$ cat src/rtl/pm_pkg.sv
package pm_pkg;

    typedef enum logic [1:0] {
        PM_OFF   = 2'd0,
        PM_IDLE  = 2'd1,
        PM_SLEEP = 2'd2,
        PM_DEEP  = 2'd3
    } pm_mode_e;

    localparam int unsigned REF_HZ_DEF  = 16_000_000;
    localparam int unsigned SLOW_HZ_DEF = 32_000;

    function automatic pm_mode_e sleep_pick(input logic slow_bit);
        return slow_bit ? PM_DEEP : PM_SLEEP;
    endfunction

    function automatic logic is_asleep(input pm_mode_e m);
        return (m == PM_SLEEP) || (m == PM_DEEP);
    endfunction

endpackage

$ cat src/rtl/pm_mode_fsm.sv
module pm_mode_fsm
    import pm_pkg::*;
(
    input  logic     clk,
    input  logic     rst,
    input  logic     pwr_n,
    input  logic     xtal_en,
    input  logic     slow_sel,
    output pm_mode_e mode_q,
    output logic     clr_pulse
);
    pm_mode_e nxt;
    pm_mode_e prev_q;

    always_comb begin
        nxt = mode_q;
        unique case (mode_q)
            PM_OFF:  nxt = xtal_en ? PM_IDLE : PM_OFF;
            PM_IDLE: nxt = xtal_en ? PM_IDLE : sleep_pick(slow_sel);
            default: nxt = xtal_en ? PM_IDLE : sleep_pick(slow_sel);
        endcase
        if (!pwr_n) nxt = PM_OFF;
    end

    always_ff @(posedge clk) begin
        if (rst) begin
            mode_q <= PM_OFF;
            prev_q <= PM_OFF;
        end else begin
            mode_q <= nxt;
            prev_q <= mode_q;
        end
    end

    assign clr_pulse = (mode_q == PM_OFF) && (prev_q != PM_OFF);

endmodule

$ cat src/rtl/pm_slow_div.sv
module pm_slow_div #(
    parameter int unsigned HALF = 250
) (
    input  logic clk,
    input  logic rst,
    output logic slow_q
);
    localparam int unsigned CW = (HALF > 1) ? $clog2(HALF) : 1;
    localparam logic [CW-1:0] LAST = CW'(HALF - 1);

    logic [CW-1:0] cnt_q;

    always_ff @(posedge clk) begin
        if (rst) begin
            cnt_q  <= '0;
            slow_q <= 1'b0;
        end else if (cnt_q == LAST) begin
            cnt_q  <= '0;
            slow_q <= ~slow_q;
        end else begin
            cnt_q <= cnt_q + 1'b1;
        end
    end

endmodule

$ cat src/rtl/pm_clk_mux.sv
module pm_clk_mux (
    input  logic clk,
    input  logic rst,
    input  logic want_slow,
    input  logic slow_clk,
    output logic sel_slow_q,
    output logic mclk
);
    // Select flop moves on the falling reference edge, and only while the
    // slow clock is low, so both sources are low at the moment of change.
    always_ff @(negedge clk) begin
        if (rst) begin
            sel_slow_q <= 1'b0;
        end else if (!slow_clk) begin
            sel_slow_q <= want_slow;
        end
    end

    assign mclk = sel_slow_q ? slow_clk : clk;

endmodule

$ cat src/rtl/radio_pm_ctrl.sv
module radio_pm_ctrl
    import pm_pkg::*;
#(
    parameter int unsigned REF_HZ  = REF_HZ_DEF,
    parameter int unsigned SLOW_HZ = SLOW_HZ_DEF,
    parameter int unsigned PD_W    = 8
) (
    input  logic            clk,
    input  logic            rst,
    input  logic            pwr_n,
    input  logic            xtal_en,
    input  logic            slow_sel,
    input  logic [PD_W-1:0] pd_cfg,
    output logic [1:0]      mode,
    output logic            cfg_clear,
    output logic [PD_W-1:0] analog_pd,
    output logic            mclk_out
);
    localparam int unsigned DIV_HALF = REF_HZ / (2 * SLOW_HZ);

    pm_mode_e mode_q;
    logic     slow_clk;
    logic     sel_slow;

    pm_mode_fsm u_fsm (
        .clk       (clk),
        .rst       (rst),
        .pwr_n     (pwr_n),
        .xtal_en   (xtal_en),
        .slow_sel  (slow_sel),
        .mode_q    (mode_q),
        .clr_pulse (cfg_clear)
    );

    pm_slow_div #(.HALF(DIV_HALF)) u_div (
        .clk    (clk),
        .rst    (rst),
        .slow_q (slow_clk)
    );

    pm_clk_mux u_mux (
        .clk        (clk),
        .rst        (rst),
        .want_slow  (mode_q == PM_DEEP),
        .slow_clk   (slow_clk),
        .sel_slow_q (sel_slow),
        .mclk       (mclk_out)
    );

    assign mode      = mode_q;
    assign analog_pd = (mode_q == PM_OFF) ? {PD_W{1'b1}} : pd_cfg;

endmodule

$ cat config.mk
export PLATFORM = sky130hd
export DESIGN_NAME = radio_pm_ctrl
export DESIGN_NICKNAME = d
export VERILOG_FILES = /design/src/rtl/pm_pkg.sv /design/src/rtl/pm_mode_fsm.sv /design/src/rtl/pm_slow_div.sv /design/src/rtl/pm_clk_mux.sv /design/src/rtl/radio_pm_ctrl.sv
export SDC_FILE = /design/constraint.sdc
export NUM_CORES = 1
export LEC_CHECK = 0
export ABC_AREA = 1
export CORE_MARGIN = 8
export CORE_UTILIZATION = 45
export DETAILED_ROUTE_END_ITERATION = 7
export PLACE_DENSITY = 0.85
export SYNTH_ARGS = -nofsm -noshare
export SYNTH_HDL_FRONTEND = slang
export SYNTH_SLANG_ARGS = --single-unit
$ cat constraint.sdc
create_clock -name clk -period 1.7 [get_ports clk]
set_input_delay 0.17 -clock clk [delete_from_list [all_inputs] [get_ports clk]]
set_output_delay 0.17 -clock clk [all_outputs]
set_load 0.01 [all_outputs]
After elaboration in Yosys (flattened, before gate mapping)
Cells that the tools add are included.
{"block": "word_totals", "input_bits": 13, "wordCells": 21, "reg_bits": 14}
{"block": "op_classes", "n_reduce_logical": 5, "n_eq_ne": 2, "n_bitwise": 2, "add_sub_neg": 1, "n_mux": 6}
{"cell": "adder 8 x 1 -> 8 bit, second input constant", "count": 1}
{"cell": "== test 8 bit, second input constant", "count": 1}
{"cell": "two-way mux 8 bit", "count": 1}
{"cell": "two-way mux 2 bit", "count": 2}
{"cell": "OR reduction 2 bit", "count": 2}
{"cell": "two-way mux 1 bit", "count": 3}
{"cell": "== test 2 bit, second input constant", "count": 1}
{"cell": "logical NOT 2 bit", "count": 1}
{"cell": "NOT 1 bit", "count": 2}
{"cell": "nonzero test 2 bit", "count": 1}
{"cell": "logical AND 1 bit", "count": 1}

Longest topological paths before layout
{"block": "depth", "ltp_word": 3, "ltp_mapped": 8, "ltp_nobuf": 8}

By module
Synthesis repeated with hierarchy kept, for this count alone.
{"block": "hier_totals", "cells_unflattened": 101, "area_unflattened_um2": 698.2}
{"mod": "pm_slow_div", "n_inst": 1, "area_per_inst_um2": 435.4, "cells_per_inst": 58}
{"mod": "pm_mode_fsm", "n_inst": 1, "area_per_inst_um2": 136.4, "cells_per_inst": 18}
{"mod": "radio_pm_ctrl", "n_inst": 1, "area_per_inst_um2": 77.6, "cells_per_inst": 18}
{"mod": "pm_clk_mux", "n_inst": 1, "area_per_inst_um2": 48.8, "cells_per_inst": 7}

==> results.json <==
{
  "rsz0062_at_grt": "yes",
  "cts_hold_buf": 0,
  "yosysMostFrequentCell": "nand2_1",
  "synth_area_um2": 667,
  "post-dp-hpwl_um": 1320,
  "cpMaxStageDelayCell": "dfxtp_2",
  "power_density_mw_per_mm2": 710,
  "maxSlewViolCount": 0,
  "worstSetupPathType": "flip-flop to output pin",
  "crit_chain": "nand2_2 > o21ai_1 > buf_2",
  "grt_pass1_vias": 683,
  "synthesis.nets": 109,
  "status": "finished with violations",
  "met3_length_um": 331,
  "fin_hold_ws_ns": 0.455,
  "cp.required_ns": 1.53,
  "swShare_pct": 28.1,
  "route.met2.wl_um": 679,
  "grt.overflow.total": 0,
  "m1WireLength_um": 554,
  "end_kind": "output pin",
  "hold_class": "input port to flip-flop",
  "ctsLongestPathBuffers": 2,
  "ant_nets": 0,
  "cp_max_fo": 2,
  "routabilityCongestion": 0.740,
  "initial_utilization_pct": 45.9,
  "synth-edff-count": 0,
  "clk_pin_slew_ns": 0.08,
  "synth_seq_area_share_pct": 42.0,
  "critPathTopFamily": "flip-flops",
  "grt_max_degree": 12,
  "vias": 650,
  "areaGrowthSynthToFinish_pct": 49.5,
  "skew_ns": 0.0562,
  "setup_violations": 1,
  "synth_warnings": 0,
  "syn_avg_cell_area_um2": 7.09,
  "setup_ws_ns": -0.231,
  "synth_commonest_cells": "nand2_1 (21), inv_1 (16), dfxtp_1 (14), nor2_1 (14), a21oi_1 (6)",
  "pwr-share-comb_pct": 12.9,
  "internal_power_mw": 0.510,
  "antennaDiodeCount": 0,
  "port_buffers": 24,
  "slew_headroom_pct": 89.9,
  "fp.dieArea_mm2": 0.00297,
  "violations": "setup timing",
  "ctsHtreeMaxLevel": 1,
  "synth_cell_type_count": 19,
  "synth_top_area_share_pct": 42.0,
  "clockRootBuffer": "clkbuf_4",
  "p_leak_nw": 0.437,
  "core_area_mm2": 0.00145,
  "first_pass_iters": 4,
  "rows": 14,
  "p_switching_mw": 0.199,
  "p_clk_share_pct": 38.5,
  "hold_violations": 0,
  "seq_power_share_pct": 48.6,
  "ios": 25,
  "ir_worst_vdd_mv": 0.624,
  "drive_above_1_share_pct": 16.0,
  "multiInputGateArea_um2": 315,
  "insertion_delay_ns": 0.34,
  "fin_util_pct": 68.6,
  "yosysTopAreaCell": "dfxtp_1",
  "maxCapViolations": 0,
  "crit_path_max_incr_delay_ns": 0.32,
  "die_h_um": 54.5,
  "die_x_um": 54.5,
  "topRoutingLayerUsed": "met4",
  "regArea_um2": 283,
  "grt_pass1_wl_um": 2600,
  "drc_errors": 0,
  "syn_inst": 94,
  "vias_per_cell": 4.61,
  "wl_per_cell_um": 11.1,
  "grt_use_total_pct": 12.3,
  "startpoint_type": "flip-flop",
  "fillers": 109,
  "nNetsFinal": 141,
  "antenna_found_initial": 0,
  "synthFlopType": "dfxtp_1",
  "cts_buffers": 3,
  "drt-total-wl_um": 1570,
  "cp.arrival_ns": 1.76,
  "worstPathBufferInverterCount": 1,
  "drt_iter0_drc": 11,
  "cts_tree": "built",
  "synthTopCellsByArea": "dfxtp_1 (42%), nand2_1 (12%), inv_1 (9.0%)",
  "worstMarginPinSlew_ns": 0.151,
  "synth_seq_cells": 14,
  "ys_async_sr_fraction_pct": 0
}
[cells in the final DEF, fill, tap and decap left out]
cell / count
a21oi_1: 6
buf_2: 1
buf_4: 3
clkbuf_1: 1
clkbuf_4: 3
clkdlybuf4s50_1: 17
dfxtp_1: 12
dfxtp_2: 2
dlymetal6s2s_1: 6
ha_1: 2
inv_1: 17
inv_2: 2
inv_6: 1
nand2_1: 19
nand2_2: 3
nand2_4: 3
nand3_1: 4
nor2_1: 14
nor2_2: 1
nor2_4: 1
nor3b_1: 1
o21ai_0: 2
o21ai_1: 1
or2_0: 1
xnor2_1: 1
xor2_1: 1
[state kept, by name, indices dropped and copies added (netlist names)]
name,count
u_fsm.prev_q,2
u_div.slow_q,1
u_mux.sel_slow_q,1
u_div.cnt_q,8
u_fsm.mode_q,2
[path summary, 6_finish.rpt]
| check | from | end | slack (ns) | depth (start not counted) |
|---|---|---|---|---|
| max reg2reg | u_div.slow_q$_SDFFE_PP0N_ | u_mux.sel_slow_q$_SDFFE_NP0N_ | 0.04 | 4 |
| max | u_mux.sel_slow_q$_SDFFE_NP0N_ | mclk_out | -0.23 | 3 |
| min reg2reg | u_div.cnt_q[7]$_SDFF_PP0_ | u_div.cnt_q[7]$_SDFF_PP0_ | 0.48 | 2 |
| min | xtal_en | u_fsm.mode_q[1]$_SDFF_PP0_ | 0.45 | 2 |
[layout make-up]
class	count	area share (%)
timing repair buffer	26	26.9
clock inverter	2	0.753
clock buffer	5	3.14
tap	16	2.01
sequential	14	28.4
inverter	18	7.28
multi-input combinational	60	31.6
[cells by family after synthesis]
group | synth area share (%)
xor gates and xnor gates | 2.63
adders and majority gates | 3.75
and+or+nand+nor | 32.6
buffers and inverters | 12.2
DFF | 42.0
AOI/OAI and AO/OA | 6.75
[power by group through the flow]
| stage | clock network (mW) | registers (mW) | logic (mW) |
|---|---|---|---|
| after CTS | 0.284 | 0.345 | 0.0931 |
| after global routing | 0.307 | 0.345 | 0.102 |
| after detailed placement | 0.0800 | 0.352 | 0.0921 |
| after global placement | 0.0800 | 0.351 | 0.0892 |
| after floorplan | 0.0348 | 0.351 | 0.0381 |
| final | 0.272 | 0.344 | 0.0912 |
[layer usage]
metal / vias to the layer above / global-route usage (%)
met3: 2 / 15.5
met5: - / 0
met2: 27 / 19.1
li1: 342 / -
met1: 279 / 9.25
met4: 0 / 3.28
[what timing repair did]
item / 4_1_cts / 5_1_grt
pin swaps: 1 / 0
buffers inserted: 1 / 0
endpoints found under the setup margin: 10 / 11
resized for setup: 8 / 8
[per-stage QoR]
step / TNS, ns / worst slack [ns] / instance area (µm²) / instances / total power [mW]
after floorplan: 0 / 0.104 / 667 / 94 / 0.424
after CTS: -0.244 / -0.244 / 976 / 141 / 0.721
final: -0.231 / -0.231 / 997 / 141 / 0.708
after detailed placement: -0.296 / -0.296 / 937 / 135 / 0.524
after global placement: -0.284 / -0.284 / 937 / 135 / 0.520
after global routing: -0.300 / -0.300 / 997 / 141 / 0.755
No activity file was read; power rests on OpenSTA's default activity.
